--- config.mk ---
export PLATFORM = sky130hd
export DESIGN_NAME = dma_beat_addr_gen
export DESIGN_NICKNAME = d
export VERILOG_FILES = /design/src/rtl/dma_agen_pkg.sv /design/src/rtl/dma_agen_stepper.sv /design/src/rtl/dma_agen_counter.sv /design/src/rtl/dma_agen_side.sv /design/src/rtl/dma_beat_addr_gen.sv
export SDC_FILE = /design/constraint.sdc
export NUM_CORES = 1
export LEC_CHECK = 0
export BUFFER_PORTS_ARGS = -buffer_cell sky130_fd_sc_hd__buf_2
export CORE_MARGIN = 5
export CORE_UTILIZATION = 30
export CTS_CLUSTER_SIZE = 14
export DETAILED_ROUTE_END_ITERATION = 10
export PLACE_DENSITY = 0.55
export REMOVE_ABC_BUFFERS = 1
export SYNTH_ARGS = -nofsm -noshare
export SYNTH_HDL_FRONTEND = slang
export SYNTH_SLANG_ARGS = --single-unit
--- constraint.sdc ---
create_clock -name clk_i -period 3.45 [get_ports clk_i]
set_input_delay 0.1725 -clock clk_i [delete_from_list [all_inputs] [get_ports clk_i]]
set_output_delay 0.1725 -clock clk_i [all_outputs]
set_load 0.02 [all_outputs]
--- src/rtl/dma_agen_pkg.sv ---
package dma_agen_pkg;
  typedef enum logic [1:0] {
    BSZ_1B   = 2'd0,
    BSZ_2B   = 2'd1,
    BSZ_4B   = 2'd2,
    BSZ_4B_X = 2'd3
  } beat_size_e;

  localparam int unsigned BEAT_BYTES_W = 3;

  function automatic logic [BEAT_BYTES_W-1:0] beat_bytes(input logic [1:0] code);
    unique case (beat_size_e'(code))
      BSZ_1B:  beat_bytes = 3'd1;
      BSZ_2B:  beat_bytes = 3'd2;
      default: beat_bytes = 3'd4;
    endcase
  endfunction
endpackage

--- src/rtl/dma_agen_stepper.sv ---
module dma_agen_stepper
  import dma_agen_pkg::*;
#(
  parameter int unsigned ADDR_W      = 32,
  parameter int unsigned STEP_CODE_W = 3
) (
  input  logic [1:0]             beat_size_i,
  input  logic [STEP_CODE_W-1:0] step_code_i,
  input  logic                   step_sel_i,
  output logic [ADDR_W-1:0]      src_step_o,
  output logic [ADDR_W-1:0]      dst_step_o
);
  logic [ADDR_W-1:0] one_beat, multi_beat;

  always_comb begin
    one_beat   = ADDR_W'(beat_bytes(beat_size_i));
    multi_beat = one_beat << step_code_i;
    src_step_o = step_sel_i ? multi_beat : one_beat;
    dst_step_o = step_sel_i ? one_beat : multi_beat;
  end


  always_comb begin
    step_pow2_chk: assert ($countones(multi_beat) == 1);
  end
endmodule

--- src/rtl/dma_agen_counter.sv ---
module dma_agen_counter #(
  parameter int unsigned CNT_W = 16
) (
  input  logic             clk_i,
  input  logic             rst_ni,
  input  logic             start_i,
  input  logic             beat_done_i,
  input  logic [CNT_W-1:0] beat_cnt_i,
  output logic             adv_o,
  output logic             busy_o,
  output logic             done_o,
  output logic [CNT_W-1:0] remaining_o
);
  localparam logic [CNT_W-1:0] ONE = CNT_W'(1);

  // start wins over a same-cycle beat
  assign adv_o = beat_done_i && busy_o && !start_i;

  always_ff @(posedge clk_i or negedge rst_ni) begin
    if (!rst_ni) begin
      remaining_o <= '0;
      busy_o      <= 1'b0;
      done_o      <= 1'b0;
    end else if (start_i) begin
      remaining_o <= beat_cnt_i;
      busy_o      <= (beat_cnt_i != '0);
      done_o      <= (beat_cnt_i == '0);
    end else if (adv_o) begin
      remaining_o <= remaining_o - ONE;
      busy_o      <= (remaining_o != ONE);
      done_o      <= (remaining_o == ONE);
    end else begin
      done_o      <= 1'b0;
    end
  end


  done_idle_chk: assert property (@(posedge clk_i) disable iff (!rst_ni)
    done_o |-> !busy_o);

  dec_chk: assert property (@(posedge clk_i) disable iff (!rst_ni)
    adv_o |=> remaining_o == $past(remaining_o) - ONE);

  last_beat_chk: assert property (@(posedge clk_i) disable iff (!rst_ni)
    (adv_o && remaining_o == ONE) |=> (done_o && !busy_o));

  idle_ignore_chk: assert property (@(posedge clk_i) disable iff (!rst_ni)
    (!start_i && !busy_o) |=> ($stable(remaining_o) && !busy_o && !done_o));
endmodule

--- src/rtl/dma_agen_side.sv ---
module dma_agen_side #(
  parameter int unsigned ADDR_W = 32,
  parameter int unsigned CNT_W  = 16
) (
  input  logic              clk_i,
  input  logic              rst_ni,
  input  logic              load_i,
  input  logic              adv_i,
  input  logic [ADDR_W-1:0] start_addr_i,
  input  logic [CNT_W-1:0]  beat_cnt_i,
  input  logic              inc_en_i,
  input  logic [ADDR_W-1:0] step_i,
  output logic [ADDR_W-1:0] addr_o,
  output logic [ADDR_W-1:0] end_o
);
  logic              inc_q;
  logic [ADDR_W-1:0] step_q;
  logic [ADDR_W-1:0] span;

  assign span = ADDR_W'(beat_cnt_i) * step_i;

  always_ff @(posedge clk_i or negedge rst_ni) begin
    if (!rst_ni) begin
      addr_o <= '0;
      end_o  <= '0;
      inc_q  <= 1'b0;
      step_q <= '0;
    end else if (load_i) begin
      addr_o <= start_addr_i;
      end_o  <= inc_en_i ? start_addr_i + span : start_addr_i;
      inc_q  <= inc_en_i;
      step_q <= step_i;
    end else if (adv_i && inc_q) begin
      addr_o <= addr_o + step_q;
    end
  end


  static_hold_chk: assert property (@(posedge clk_i) disable iff (!rst_ni)
    (!load_i && !inc_q) |=> $stable(addr_o));

  adv_step_chk: assert property (@(posedge clk_i) disable iff (!rst_ni)
    (!load_i && adv_i && inc_q) |=> addr_o == $past(addr_o) + $past(step_q));

  end_hold_chk: assert property (@(posedge clk_i) disable iff (!rst_ni)
    !load_i |=> $stable(end_o));

  load_chk: assert property (@(posedge clk_i) disable iff (!rst_ni)
    load_i |=> addr_o == $past(start_addr_i));
endmodule

--- src/rtl/dma_beat_addr_gen.sv ---
module dma_beat_addr_gen #(
  parameter int unsigned ADDR_W      = 32,
  parameter int unsigned CNT_W       = 16,
  parameter int unsigned STEP_CODE_W = 3
) (
  input  logic                   clk_i,
  input  logic                   rst_ni,
  input  logic                   start_i,
  input  logic                   beat_done_i,
  input  logic [ADDR_W-1:0]      src_start_i,
  input  logic [ADDR_W-1:0]      dst_start_i,
  input  logic [1:0]             beat_size_i,
  input  logic [CNT_W-1:0]       beat_cnt_i,
  input  logic                   src_inc_i,
  input  logic                   dst_inc_i,
  input  logic                   step_sel_i,
  input  logic [STEP_CODE_W-1:0] step_code_i,
  output logic [ADDR_W-1:0]      src_addr_o,
  output logic [ADDR_W-1:0]      dst_addr_o,
  output logic [ADDR_W-1:0]      src_end_o,
  output logic [ADDR_W-1:0]      dst_end_o,
  output logic [CNT_W-1:0]       remaining_o,
  output logic                   busy_o,
  output logic                   block_done_o
);
  localparam int unsigned N_SIDES = 2;  // 0: source, 1: destination

  logic                          adv;
  logic [N_SIDES-1:0][ADDR_W-1:0] side_start, side_step, side_addr, side_end;
  logic [N_SIDES-1:0]             side_inc;

  dma_agen_stepper #(.ADDR_W(ADDR_W), .STEP_CODE_W(STEP_CODE_W)) u_stepper (
    .beat_size_i (beat_size_i),
    .step_code_i (step_code_i),
    .step_sel_i  (step_sel_i),
    .src_step_o  (side_step[0]),
    .dst_step_o  (side_step[1])
  );

  dma_agen_counter #(.CNT_W(CNT_W)) u_counter (
    .clk_i       (clk_i),
    .rst_ni      (rst_ni),
    .start_i     (start_i),
    .beat_done_i (beat_done_i),
    .beat_cnt_i  (beat_cnt_i),
    .adv_o       (adv),
    .busy_o      (busy_o),
    .done_o      (block_done_o),
    .remaining_o (remaining_o)
  );

  assign side_start = {dst_start_i, src_start_i};
  assign side_inc   = {dst_inc_i, src_inc_i};

  for (genvar g = 0; g < N_SIDES; g++) begin : g_side
    dma_agen_side #(.ADDR_W(ADDR_W), .CNT_W(CNT_W)) u_side (
      .clk_i        (clk_i),
      .rst_ni       (rst_ni),
      .load_i       (start_i),
      .adv_i        (adv),
      .start_addr_i (side_start[g]),
      .beat_cnt_i   (beat_cnt_i),
      .inc_en_i     (side_inc[g]),
      .step_i       (side_step[g]),
      .addr_o       (side_addr[g]),
      .end_o        (side_end[g])
    );
  end

  assign src_addr_o = side_addr[0];
  assign dst_addr_o = side_addr[1];
  assign src_end_o  = side_end[0];
  assign dst_end_o  = side_end[1];


  done_at_end_chk: assert property (@(posedge clk_i) disable iff (!rst_ni)
    block_done_o |-> (src_addr_o == src_end_o && dst_addr_o == dst_end_o));

  done_hold_chk: assert property (@(posedge clk_i) disable iff (!rst_ni)
    (block_done_o && !start_i) |=> ($stable(src_addr_o) && $stable(dst_addr_o)));
endmodule

# [Word level (Yosys, flattened, before mapping)]
# Index checks and enable logic that the tools add are counted.
[word_totals] ff_bits=212 wordCells=48
[op_classes] add_sub_neg=5 n_mul=2 n_eq_ne=3 shift=1 muxes=15 reduce_logical=11
[op_table] operator="$mux W32" count=8
[op_table] operator="$add A32 B32 Y32" count=4
[op_table] operator="$mul A16 B32 Y32" count=2
[op_table] operator="$mux W16" count=2
[op_table] operator="$shl A3 B3 Y32" count=1
[op_table] operator="$eq A16 B1 Y1 const B" count=1
[op_table] operator="$logic_not A16 Y1" count=1
[op_table] operator="$ne A16 B1 Y1 const B" count=1
[op_table] operator="$reduce_bool A16 Y1" count=1
[op_table] operator="$sub A16 B1 Y16 const B" count=1
[op_table] operator="$pmux W3 S2" count=1
[op_table] operator="$reduce_bool A2 Y1" count=3
[op_table] operator="$logic_and A1 B1 Y1" count=4
[op_table] operator="$mux W1" count=4
[op_table] operator="$eq A2 B1 Y1 const B" count=1
[op_table] operator="$logic_not A2 Y1" count=1
[op_table] operator="$logic_not A1 Y1" count=1

# [Longest topological paths before layout]
# Gate-level depths: netlist (run 1).
[logic_depth] ltp_word=7 depth_mapped=29 mapped_depth_nobuf=27

# [By module]
# A second synthesis (run 1) with hierarchy kept.
[unflattened] cells_unflattened=4339 area_unflattened_um2=38007.7
[by_module_without_submodules] mod="dma_agen_side (g_side[1].u_side)" n_inst=1 cells_each=2055 area_per_inst_um2=18141.1 seq_area_each_um2=2427.3
[by_module_without_submodules] mod="dma_agen_side (g_side[0].u_side)" n_inst=1 cells_each=2060 area_per_inst_um2=18048.6 seq_area_each_um2=2427.3
[by_module_without_submodules] mod="dma_agen_counter" n_inst=1 cells_each=117 area_per_inst_um2=1083.5 seq_area_each_um2=450.4
[by_module_without_submodules] mod="dma_agen_stepper" n_inst=1 cells_each=107 area_per_inst_um2=734.5 seq_area_each_um2=0.0

# [Worst setup path after synthesis (run 1)]
# Ideal clock, no wire load.
[synth_path] path_type="input -> register" start="in step_code_i[1]" end="reg g_side[0].u_side.end_o[28]" setup_ns=0.127 arrival_time_ns=6.327 setup_slack_ns=-3.004 stages=26 path_buffers=2 cell_sequence="clkbuf_1 > inv_1 > nor3_1 > a21oi_1 > o22a_1 > nor2_1 > clkbuf_1 > and2_1 > fa_1 > inv_1 > fa_1 > fa_1 > fa_1 > inv_1 > fa_1 > inv_1 > fa_1 > inv_1 > ha_1 > nand4_1 > or4_4 > nand3_4 > a211oi_4 > o41ai_2 > xnor2_1 > o21ai_1"
[synth_via] elab_chain_len=5
[synth_rtl] element="start: declaration" line_no="dma_beat_addr_gen.sv:17" source="input logic [STEP_CODE_W-1:0] step_code_i,"
[synth_rtl] element="$shl A3 B3 Y32" line_no="dma_agen_stepper.sv:17" source="multi_beat = one_beat << step_code_i;"
[synth_rtl] element="$mux W32" line_no="dma_agen_stepper.sv:18" source="src_step_o = step_sel_i ? multi_beat : one_beat;"
[synth_rtl] element="$mul A16 B32 Y32" line_no="dma_agen_side.sv:20" source="assign span = ADDR_W'(beat_cnt_i) * step_i;"
[synth_rtl] element="$add A32 B32 Y32" line_no="dma_agen_side.sv:30" source="end_o <= inc_en_i ? start_addr_i + span : start_addr_i;"
[synth_rtl] element="$mux W32" line_no="dma_agen_side.sv:30"
[synth_rtl] element="end signal: assignment" line_no="dma_agen_side.sv:30"
[synth_rtl] element="end: declaration" line_no="dma_agen_side.sv:14" source="output logic [ADDR_W-1:0] end_o"
# Every way passes these cells.
# A chain may end at the register's enable or synchronous reset.

# [Worst setup path after layout (run 1)]
[layout_path] start="in beat_size_i[1]" end="reg g_side[0].u_side.end_o[28]"
[layout_via] elab_chain_len=7
[layout_rtl] element="start: declaration" line_no="dma_beat_addr_gen.sv:12" source="input logic [1:0] beat_size_i,"
[layout_rtl] element="$eq A2 B1 Y1 or $logic_not A2 Y1 (tied branches)" line_no="dma_agen_pkg.sv:12" source="unique case (beat_size_e'(code))"
[layout_rtl] element="$pmux W3 S2 *" line_no="dma_agen_pkg.sv:12"
[layout_rtl] element="$shl A3 B3 Y32" line_no="dma_agen_stepper.sv:17"
[layout_rtl] element="$mux W32 *" line_no="dma_agen_stepper.sv:18"
[layout_rtl] element="$mul A16 B32 Y32 *" line_no="dma_agen_side.sv:20"
[layout_rtl] element="$add A32 B32 Y32 *" line_no="dma_agen_side.sv:30"
[layout_rtl] element="$mux W32 *" line_no="dma_agen_side.sv:30"
# Every way passes the cells marked *; elsewhere a longest branch is shown, timed or not.

==> results of run 1 <==
registers in the layout, summed over array words and instances (netlist names):
| signal | flops |
|---|---|
| g_side.u_side.step_q | 20 |
| g_side.u_side.inc_q | 2 |
| g_side.u_side.addr_o | 64 |
| u_counter.busy_o | 1 |
| u_counter.remaining_o | 16 |
| u_counter.done_o | 1 |
| g_side.u_side.end_o | 64 |
tightest hold or removal path, cell delays in order:
cell and delay, ps:
buf_2 100, mux2i_1 70, a21oi_1 120
cells by family (layout without fill, tap and decap cells):
family / Yosys count / count (layout)
buffers and inverters: 555 / 1150
DFF: 168 / 168
and+or+nand+nor: 754 / 754
muxes: 72 / 72
adders and majority gates: 504 / 504
other: 0 / 1
xor gates and xnor gates: 99 / 99
AOI/OAI and AO/OA: 415 / 415
cell usage after synthesis, drive strengths merged (4+ instances only):
master / n / area share, %
nor4: 8 / 0.22
o311ai: 4 / 0.19
a21oi: 131 / 3.0
a31o: 5 / 0.19
nor3b: 5 / 0.17
o2111ai: 7 / 0.27
o211ai: 7 / 0.23
a31oi: 24 / 0.66
nor3: 29 / 0.66
or4: 9 / 0.35
a2111oi: 4 / 0.27
clkbuf: 99 / 1.6
mux2i: 44 / 1.9
nand4: 19 / 0.52
a21o: 31 / 1.0
inv: 437 / 7.2
fa: 274 / 24
ha: 230 / 13
or2: 4 / 0.11
o21bai: 10 / 0.33
o31ai: 8 / 0.27
a211oi: 19 / 0.68
a21boi: 4 / 0.15
xor2: 18 / 0.70
nor2b: 15 / 0.41
nand2: 260 / 4.3
and3: 19 / 0.52
mux2: 28 / 1.4
nor2: 135 / 2.3
buf: 17 / 0.30
o21ai: 116 / 2.6
xnor2: 81 / 3.1
and4: 4 / 0.15
and2: 194 / 5.4
nand3: 28 / 0.70
o21a: 7 / 0.23
nand2b: 9 / 0.25
a22oi: 7 / 0.23
or3: 9 / 0.27
dfrtp: 168 / 19
layout make-up:
type / instances / area share [%]
multi-input combinational: 1844 / 58.5
inverter: 439 / 5.43
sequential: 168 / 13.8
tap: 969 / 3.97
antenna: 1 / 0.00818
timing repair buffer: 679 / 16.5
clock inverter: 14 / 0.512
clock buffer: 18 / 1.40
metrics by stage:
| stage | setup TNS (ps) | hold WS [ps] |
|---|---|---|
| 2_1_floorplan | -125640 | -123 |
| 3_3_place_gp | -141620 | 289 |
| 3_5_place_dp | -144490 | 283 |
| 4_1_cts | -98790 | 0.717 |
| 5_1_grt | -113560 | 11.0 |
| 6_report | -101570 | 16.0 |
how the worst max path moves through the flow:
stage | slack, ps | end | start
floorplan | -2890 | g_side[1].u_side.end_o[30] | beat_size_i[1]
global placement | -2940 | g_side[1].u_side.end_o[29] | step_code_i[1]
detailed placement | -3050 | g_side[1].u_side.end_o[31] | step_code_i[1]
CTS | -2170 | g_side[1].u_side.end_o[31] | beat_size_i[1]
global route | -2430 | g_side[0].u_side.end_o[28] | beat_size_i[1]
finish | -2230 | g_side[0].u_side.end_o[28] | beat_size_i[1]
report_power, final:
part | switching, uW | internal, uW | total (uW) | leakage, uW
Sequential | 243 | 2260 | 2510 | 0.00201
Clock | 1060 | 970 | 2040 | 0.000283
Combinational | 3610 | 3170 | 6780 | 0.0129
Total | 4920 | 6400 | 11300 | 0.0152
routing by layer:
metal	GRT usage, %	wire [um]	vias up
met2	29.5	34300	314
met3	3.07	2970	69
met5	0	27	-
li1	-	-	9446
met1	23.8	32300	9833
met4	4.28	1390	4
timing repair:
action | 4_1_cts | 5_1_grt
setup endpoints to repair | 56 | 58
resized for setup | 294 | 122
hold endpoints to repair | 141 | 0
pin swaps | 140 | 90
cloned | 3 | 0
hold buffers | 47 | 0
buffers inserted | 35 | 19
==> out/qor.txt, run 1 <==
Status: finished, violations left
Failing checks: negative setup slack
CTS tree: done
CP Class: input port to flop
Synth Flop Type: dfrtp_1
Total power draw: 11300 uW
Post-DP HPWL: 55500 um
Synth Area in Compound Gates: 11.6%
Simple-Gate Fraction of Synth Area: 16.6%
Starting Density: 30.3%
Sequential fraction of the synthesis area: 18.6%
Largest net degree at the start of global routing: 170
Mapped cell area: 22700 um^2
DRC viols: 0
Family with the most delay on the worst path: adder cells
Fillers: 7460
R2r endpoint: g_side[0].u_side.addr_o[20]
Die Footprint: 81100 um^2
Port Buffers: 237
Max-cap violations: 0
Clock Pin Slew Worst Setup and Hold Paths: 90 ps
Total GRT Usage: 17.6%
Hold Vio Cnt, Final: 0
RSZ-0062 raised after global routing: true
Slowest cell on the critical path: fa_1
Max frequency: 0.176 GHz
Final setup fails: 57
R2r setup slk: 470 ps
Critical path's largest stage delay: 560 ps
DR iter-0 viols: 949
Num ports: 238
Via count: 19700
Power density cells: 370 nW/um^2
Most frequent cells in the layout: inv_1 (402), buf_4 (324), fa_1 (249)
Normalized max-slew margin: 39.6%
Die Ht: 285 um
CP Launch Type: input port
Pre-CTS WS: -3050 ps
Wire per inst: 17.2 um
Worst-margin pin slew: 901 ps
Synth Warn #: 0
Area of the core: 74700 um^2
Clk_skew: 21.7 ps
Crit Reg-Reg Startpoint: g_side[0].u_side.addr_o[0]
Dpl cell area: 27300 um^2
Antenna violations before repair: 4
Setup ws final: -2230 ps
Post-Layout Inst Area: 30600 um^2
Number of flops mapped to enable cells by yosys: 0
Die W: 285 um
DRT Wirelength: 71100 um
Worst reg2reg path depth: 11
Final core utilization: 40.9%
Yosys cell types: 80
CP Max Fanout: 5
Seq cells post-synth: 168
Worst hold stages: 3
HP Class: input port to flop
Area grow syn2layout: 34.9%
Multi-input gate area: 17900 um^2
Routability cong.: 0.901
Tcrit/Tclk final: 165%
Sequential cell area: 4200 um^2
Max VDD drop: 0.330 mV
Clock root cell: clkbuf_16
Num Clock Sinks: 168
Critical path required time: 3830 ps
CTS Buf Count: 17
Most used cell, CP: fa_1
Main combinational cell family by area after synthesis: adder cells
Mux cell area share after synthesis: 3.33%
Syn avg cell area: 8.83 um^2
Leakage power: 0.0152 uW
Leading cell type in the layout, fill and taps excluded: inv_1
Final Critical Period: 5680 ps
H-Tree Level Count: 4
HP Start: dst_start_i[5]
Final nets: 3745
Vias in the first global route: 20400
Final Slew Violations: 0
Ys async rst share: 100%
Detail Route Antenna Nets: 0
DR pass1 iterations: 5
Worst Hold End: g_side[1].u_side.end_o[5]
Crit. End Element: flop
Worst EP arrival: 6050 ps
Cell Rows: 100
Worst-skew pair later-pin latency: 500 ps
Deepest clock path buffer count: 2
First-pass GRT wire length: 114000 um
Placed Cells: 4000
CP bufs+invs: 8
Post-synthesis cell count: 2567
Post-synthesis adder-cell area fraction: 36.9%
Post-synthesis xor/xnor area fraction: 3.83%
Vias per inst: 4.76
Grt ovf: 0
Cell Count, Final, Fillers Out: 4132
Worst path depth: 28
Share of layout cells above drive strength 1: 31.3%
Power figures use the tool's default switching activity.
==> inputs of run 2 (changes only) <==
--- a/config.mk
+++ b/config.mk
@@ -10,7 +10,7 @@
 export CORE_UTILIZATION = 30
 export CTS_CLUSTER_SIZE = 14
 export DETAILED_ROUTE_END_ITERATION = 10
-export PLACE_DENSITY = 0.55
+export PLACE_DENSITY = 0.53
 export REMOVE_ABC_BUFFERS = 1
 export SYNTH_ARGS = -nofsm -noshare
 export SYNTH_HDL_FRONTEND = slang
==> constraint.sdc (replaced) <==
create_clock -name clk_i -period 3.45 [get_ports clk_i]
set_input_delay 0.1725 -clock clk_i [delete_from_list [all_inputs] [get_ports clk_i]]
set_output_delay 0.1725 -clock clk_i [all_outputs]
set_load 0.1 [all_outputs]
==> run 2 against run 1 <==
  * Critical endpoint is now g_side[0].u_side.end_o[26]
  * Flip-flop and latch count is the same
  * Highest routed layer unchanged
  * Global-route usage grew 0.21 points
  * Critical path depth shrank 2
  * The flow still finishes with violations (negative setup slack)
  * Hold slack gained 24 ps
  * Cell count grew 0.39%
  * Design area grew 1.1%
  * Die area is the same
  * Clock-buffer cell count shrank 1
==> out/qor.txt, run 2 (synthesized netlist as in run 1, its figures left out) <==
Status: finished, violations left
Failing checks: negative setup slack
First-pass GRT wire length: 115000 um (+1.0%)
Num Clock Sinks: 168 (unchanged)
Largest net degree at the start of global routing: 97 (-43%)
DRC viols: 0 (unchanged)
CP Max Fanout: 6 (+1)
Vias in the first global route: 20400 (+0.25%)
R2r endpoint: g_side[1].u_side.addr_o[24]
DRT Wirelength: 71900 um (+1.2%)
Die W: 285 um (unchanged)
Setup tns final: -103240 ps (-1670 ps)
Clk_skew: 23.0 ps (+1.26 ps)
Pre-CTS WS: -2930 ps (+126 ps)
Leading cell type in the layout, fill and taps excluded: inv_1
Clock Pin Slew Worst Setup and Hold Paths: 80 ps (about the same)
Final Slew Violations: 0 (unchanged)
Grt ovf: 0 (unchanged)
Wire per inst: 17.3 um (+0.82%)
Routability cong.: 0.883 (-2.1%)
DR pass1 iterations: 5 (unchanged)
Num ports: 238 (unchanged)
Antenna violations before repair: 2 (-2)
Combinational Power Share: 65.1% (+5.2 points)
Clock root cell: clkbuf_16
Placed Cells: 3985 (-0.38%)
Final Critical Period: 5750 ps (+79.1 ps)
Area grow syn2layout: 36.4%
RSZ-0062 raised after global routing: true
Max VDD drop: 0.357 mV (+8.2%)
Worst hold stages: 3 (unchanged)
CP Launch Type: input port
Crit. End Element: flop
Port Buffers: 237 (unchanged)
Leakage power: 0.0153 uW (+0.96%)
Crit Reg-Reg Startpoint: g_side[1].u_side.addr_o[0]
Tcrit/Tclk final: 167% (+2.3 points)
Setup ws final: -2300 ps (-79.1 ps)
Share of layout cells above drive strength 1: 33.1% (+1.7 points)
CP Class: input port to flop
Worst reg2reg path depth: 12 (+1)
Psw: 6700 uW (+36%)
Power density cells: 432 nW/um^2 (+17%)
Worst Setup SP: beat_size_i[1]
Worst-skew pair later-pin latency: 500 ps (about the same)
CTS Buf Count: 17 (unchanged)
Vias per inst: 4.77 (+0.13%)
Post-DP HPWL: 56000 um (+0.92%)
Max frequency: 0.174 GHz (-1.4%)
Worst-margin pin slew: 1010 ps (+106 ps)
Deepest clock path buffer count: 2 (unchanged)
Net Sw Frac: 50.2% (+6.7 points)
Cell Rows: 100 (unchanged)
Clock share of power: 16.2% (-1.8 points)
Via count: 19800 (+0.52%)
Normalized max-slew margin: 32.9% (-6.7 points)
Reg power frac: 18.8% (-3.3 points)
Total GRT Usage: 17.8% (+0.21 points)
R2r setup slk: 340 ps (-130 ps)
H-Tree Level Count: 4 (unchanged)
Final nets: 3760 (+0.40%)
Die Footprint: 81100 um^2 (unchanged)
Starting Density: 30.3% (unchanged)
CTS tree: done
Cell Count, Final, Fillers Out: 4148 (+0.39%)
Detail Route Antenna Nets: 0 (unchanged)
Int Pwr: 6660 uW (+4.1%)
Hold Vio Cnt, Final: 0 (unchanged)
Top Registers: g_side.u_side.addr_o x64, g_side.u_side.end_o x64, g_side.u_side.step_q x20
HP Class: input port to flop
Max-cap violations: 0 (unchanged)
Critical path required time: 3820 ps (about the same)
Area of the core: 74700 um^2 (unchanged)
DR iter-0 viols: 866 (-8.7%)
Most frequent cells in the layout: inv_1 (390), buf_4 (322), fa_1 (245)
Final setup fails: 57 (unchanged)
Worst Hold End: g_side[1].u_side.addr_o[4]
HP Start: dst_start_i[4]
Worst EP arrival: 6120 ps (+70 ps)
Die Ht: 285 um (unchanged)
run 2: power groups by stage:
stage | sequential, uW | clock [uW] | combinational (uW)
6_report | 2510 | 2160 | 8700
5_1_grt | 2550 | 2300 | 9370
4_1_cts | 2510 | 2230 | 8270
3_5_place_dp | 2550 | 0 | 7080
3_3_place_gp | 2550 | 0 | 7070
2_1_floorplan | 4560 | 0 | 2730
run 2: worst max-delay path: stages:
cell	delay [ps]
buf_12	100
nor2_4	40
buf_6	110
a21oi_4	160
o22a_4	190
nor2_4	40
buf_6	130
and2_4	160
fa_1	540
inv_2	40
fa_1	530
fa_2	430
fa_1	480
inv_1	50
fa_1	520
inv_1	50
fa_1	490
inv_2	50
ha_4	270
nand4_1	160
or4_4	610
nand4_1	180
a31oi_1	120
xor2_1	160
nor2_1	60
a221o_1	280
run 2: final cells by class:
| type | instances | area [um^2] |
|---|---|---|
| fill | 7478 | 43800 |
| multi-input combinational | 1844 | 18000 |
| timing repair buffer | 694 | 5220 |
| sequential | 168 | 4200 |
| inverter | 439 | 1660 |
| tap | 969 | 1210 |
| clock buffer | 17 | 425 |
| clock inverter | 15 | 205 |
| antenna | 2 | 5.00 |
run 2: per-stage QoR:
step | utilization (%) | instance area [um^2] | hold slack, ps | total power (uW)
after floorplan | - | 22200 | -123 | 7300
after global placement | 36.4 | 27200 | 309 | 9620
after detailed placement | 36.4 | 27200 | 311 | 9620
after CTS | 40.3 | 30100 | 6.88 | 13000
after global routing | 41.4 | 30900 | 23.9 | 14200
final | 41.4 | 30900 | 40.4 | 13400
run 2: worst max-delay path by stage:
stage / endpoint / cells past startpoint
2_1_floorplan: g_side[1].u_side.end_o[30] / 23
3_3_place_gp: g_side[0].u_side.end_o[30] / 29
3_5_place_dp: g_side[0].u_side.end_o[26] / 29
4_1_cts: g_side[0].u_side.end_o[26] / 29
5_1_grt: g_side[0].u_side.end_o[26] / 27
6_report: g_side[0].u_side.end_o[26] / 26
run 2: metal layers:
layer	global-route usage, %	vias to the layer above	routed length [um]
met4	4.03	2	1160
met2	30.0	322	35200
met3	2.72	70	2560
li1	-	9496	-
met1	24.4	9878	33000
met5	0	-	20
run 2: repair_timing:
item / CTS / global route
hold buffers: 47 / 0
endpoints found under the setup margin: 57 / 58
cloned: 7 / 0
setup buffers: 52 / 33
hold endpoints to repair: 148 / 0
pin swaps: 144 / 156
resized for setup: 330 / 166
==> inputs of run 3 (changes only) <==
--- a/config.mk
+++ b/config.mk
@@ -5,6 +5,7 @@
 export SDC_FILE = /design/constraint.sdc
 export NUM_CORES = 1
 export LEC_CHECK = 0
+export ABC_AREA = 1
 export BUFFER_PORTS_ARGS = -buffer_cell sky130_fd_sc_hd__buf_2
 export CORE_MARGIN = 5
 export CORE_UTILIZATION = 30
==> run 3 against run 2 <==
  * The run still ends with negative setup slack left
  * Die area rose by 9.2%
  * Synthesized area increased by 9.6%
  * Flip-flop and latch count unchanged
  * Worst setup slack improved by 470 ps
==> out/qor.txt, run 3 <==
Status: finished, violations left
Failing checks: negative setup slack
Cell Rows: 105 (+5.0%)
Vias per inst: 4.66 (-2.3%)
Post-synthesis cell count: 3605 (+40%)
CP Class: input port to flop
Critical path's largest stage delay: 520 ps (-90 ps)
Worst-margin pin slew: 862 ps (-145 ps)
Wire per inst: 17.7 um (+2.3%)
Hold Vio Cnt, Final: 0 (unchanged)
Normalized max-slew margin: 42.6% (+9.7 points)
Ys async rst share: 100% (unchanged)
Num ports: 238 (unchanged)
Top cell type's share of synthesized area: 22.1% (-2.1 points)
RSZ-0062 raised after global routing: true
Slowest cell on the critical path: fa_1
Clock root cell: clkbuf_16
Crit. End Element: flop
Total power draw: 17800 uW (+33%)
Area grow syn2layout: 33.9%
Synth Warn #: 0 (unchanged)
Starting Density: 30.2% (-0.092 points)
Most used cell, CP: fa_1
CP Launch Type: input port
Total GRT Usage: 21.0% (+3.2 points)
Top-count cell post-synth: nand2_1
H-Tree Level Count: 4 (unchanged)
Post-DP HPWL: 77700 um (+39%)
Placed Cells: 5165 (+30%)
Critical path required time: 3860 ps (+40 ps)
Max frequency: 0.189 GHz (+9.0%)
Num Clock Sinks: 168 (unchanged)
Number of flops mapped to enable cells by yosys: 0 (unchanged)
Grt ovf: 0 (unchanged)
Share of layout cells above drive strength 1: 28.6% (-4.5 points)
Mapped cell area: 24800 um^2 (+9.6%)
Worst EP arrival: 5690 ps (-430 ps)
Largest net degree at the start of global routing: 78 (-20%)
Sequential fraction of the synthesis area: 16.9% (-1.6 points)
Worst hold stages: 5 (+2)
Deepest clock path buffer count: 2 (unchanged)
Final Critical Period: 5280 ps (-475 ps)
Routability cong.: 0.942 (+6.7%)
DRC viols: 0 (unchanged)
CP Max Fanout: 4 (-2)
CTS Buf Count: 17 (unchanged)
Final nets: 4777 (+27%)
CTS tree: done
Vias in the first global route: 25300 (+24%)
Tcrit/Tclk final: 153% (-14 points)
HP Start: src_start_i[28]
Detail Route Antenna Nets: 0 (unchanged)
Leakage power: 0.0180 uW (+18%)
Die Ht: 298 um (+4.5%)
Max-cap violations: 0 (unchanged)
Antenna violations before repair: 7 (+5)
Seq cells post-synth: 168 (unchanged)
Top Registers: g_side.u_side.addr_o x64, g_side.u_side.end_o x64, g_side.u_side.step_q x20
Worst Hold End: g_side[0].u_side.end_o[28]
Most frequent cells in the layout: nand2_1 (890), inv_1 (661), buf_4 (342)
Synth top area cells: fa_1 (22%), dfrtp_1 (17%), nand2_1 (16%)
Worst-skew pair later-pin latency: 520 ps (+20 ps)
Port Buffers: 237 (unchanged)
DR pass1 iterations: 5 (unchanged)
Leading cell type in the layout, fill and taps excluded: nand2_1
R2r setup slk: 960 ps (+620 ps)
Power density cells: 535 nW/um^2 (+24%)
Syn avg cell area: 6.89 um^2 (-22%)
Area of the core: 82100 um^2 (+9.9%)
Crit Reg-Reg Startpoint: g_side[1].u_side.addr_o[0]
Worst hold slack: 41.2 ps (+0.832 ps)
Cell Count, Final, Fillers Out: 5267 (+27%)
Area leader, netlist: fa_1
Clock Pin Slew Worst Setup and Hold Paths: 80 ps (about the same)
DRT Wirelength: 93500 um (+30%)
Worst reg2reg path depth: 13 (+1)
Synth Flop Type: dfrtp_1
Die W: 298 um (+4.5%)
DR iter-0 viols: 1215 (+40%)
Via count: 24500 (+24%)
Setup tns final: -85220 ps (+18030 ps)
Setup ws final: -1830 ps (+475 ps)
Clk_skew: 22.7 ps (-0.315 ps)
Yosys cell types: 43 (-46%)
R2r endpoint: g_side[1].u_side.addr_o[18]
HP Class: input port to flop
Synth top cells by count: nand2_1 (1048), inv_1 (748), nor2_1 (394)
Final Slew Violations: 0 (unchanged)
Die Footprint: 88600 um^2 (+9.2%)
Max VDD drop: 0.572 mV (+60%)
Final setup fails: 56 (-1.8%)
First-pass GRT wire length: 146000 um (+26%)
==> run 3: worst max-delay path, delay by kind of cell <==
family          cells  cell delay (ps)
compound gates      3              350
fa+ha+maj           7             3260
buf+inv            10              770
simple gates       13             1100
==> run 3: final cells by class <==
cell class	count	area, um^2
Antenna cell	3	7.51
Clock buffer	17	425
Clock inverter	15	169
Fill cell	8572	48800
Inverter	768	2920
Multi-Input combinational cell	2572	19500
Sequential cell	168	4200
Tap cell	1070	1340
Timing Repair Buffer	654	4680
==> run 3: through the flow <==
step | utilization (%) | area [um^2] | setup WS [ps]
global placement | 36.1 | 29600 | -2790
CTS | 39.2 | 32200 | -1770
detailed placement | 36.1 | 29600 | -2840
finish | 40.5 | 33300 | -1830
global route | 40.5 | 33300 | -2090
floorplan | - | 24400 | -2240
==> run 3: how the worst max path moves through the flow <==
stage                               from                         end  slack (ps)
after CTS                 beat_size_i[0]  g_side[1].u_side.end_o[31]       -1770
after global placement    beat_size_i[1]  g_side[0].u_side.end_o[19]       -2790
after global routing      beat_size_i[1]  g_side[1].u_side.end_o[22]       -2090
final                     beat_size_i[0]  g_side[1].u_side.end_o[22]       -1830
after floorplan           beat_size_i[0]  g_side[1].u_side.end_o[31]       -2240
after detailed placement  beat_size_i[1]  g_side[0].u_side.end_o[19]       -2840
==> run 3: kinds of logic after synthesis <==
group           Yosys count  synth area share [%]
compound gates          313                  7.04
xor+xnor                 26                 0.917
fa+ha+maj               504                  33.7
buf+inv                 865                  13.3
flops                   168                  16.9
simple gates           1729                  28.1
==> run 3: report_power, final <==
group	internal, uW	total, uW	switching (uW)
combinational	4560	13100	8490
clock	977	2060	1090
sequential	2340	2690	353
total	7880	17800	9930
==> run 3: timing repair <==
item / 4_1_cts / 5_1_grt
resized for setup: 404 / 304
pin swaps: 151 / 166
hold buffers: 17 / 0
setup endpoints to repair: 58 / 58
endpoints found under the hold margin: 71 / 0
setup buffers: 35 / 18
==> run 3: metal layers <==
metal / vias to the layer above / track usage, % / part of all wire (%)
met2: 536 / 37.8 / 51
met4: 8 / 6.74 / 3.0
met5: - / 0 / 0.046
met1: 11700 / 25.9 / 42
met3: 128 / 3.26 / 4.2
li1: 12100 / - / -
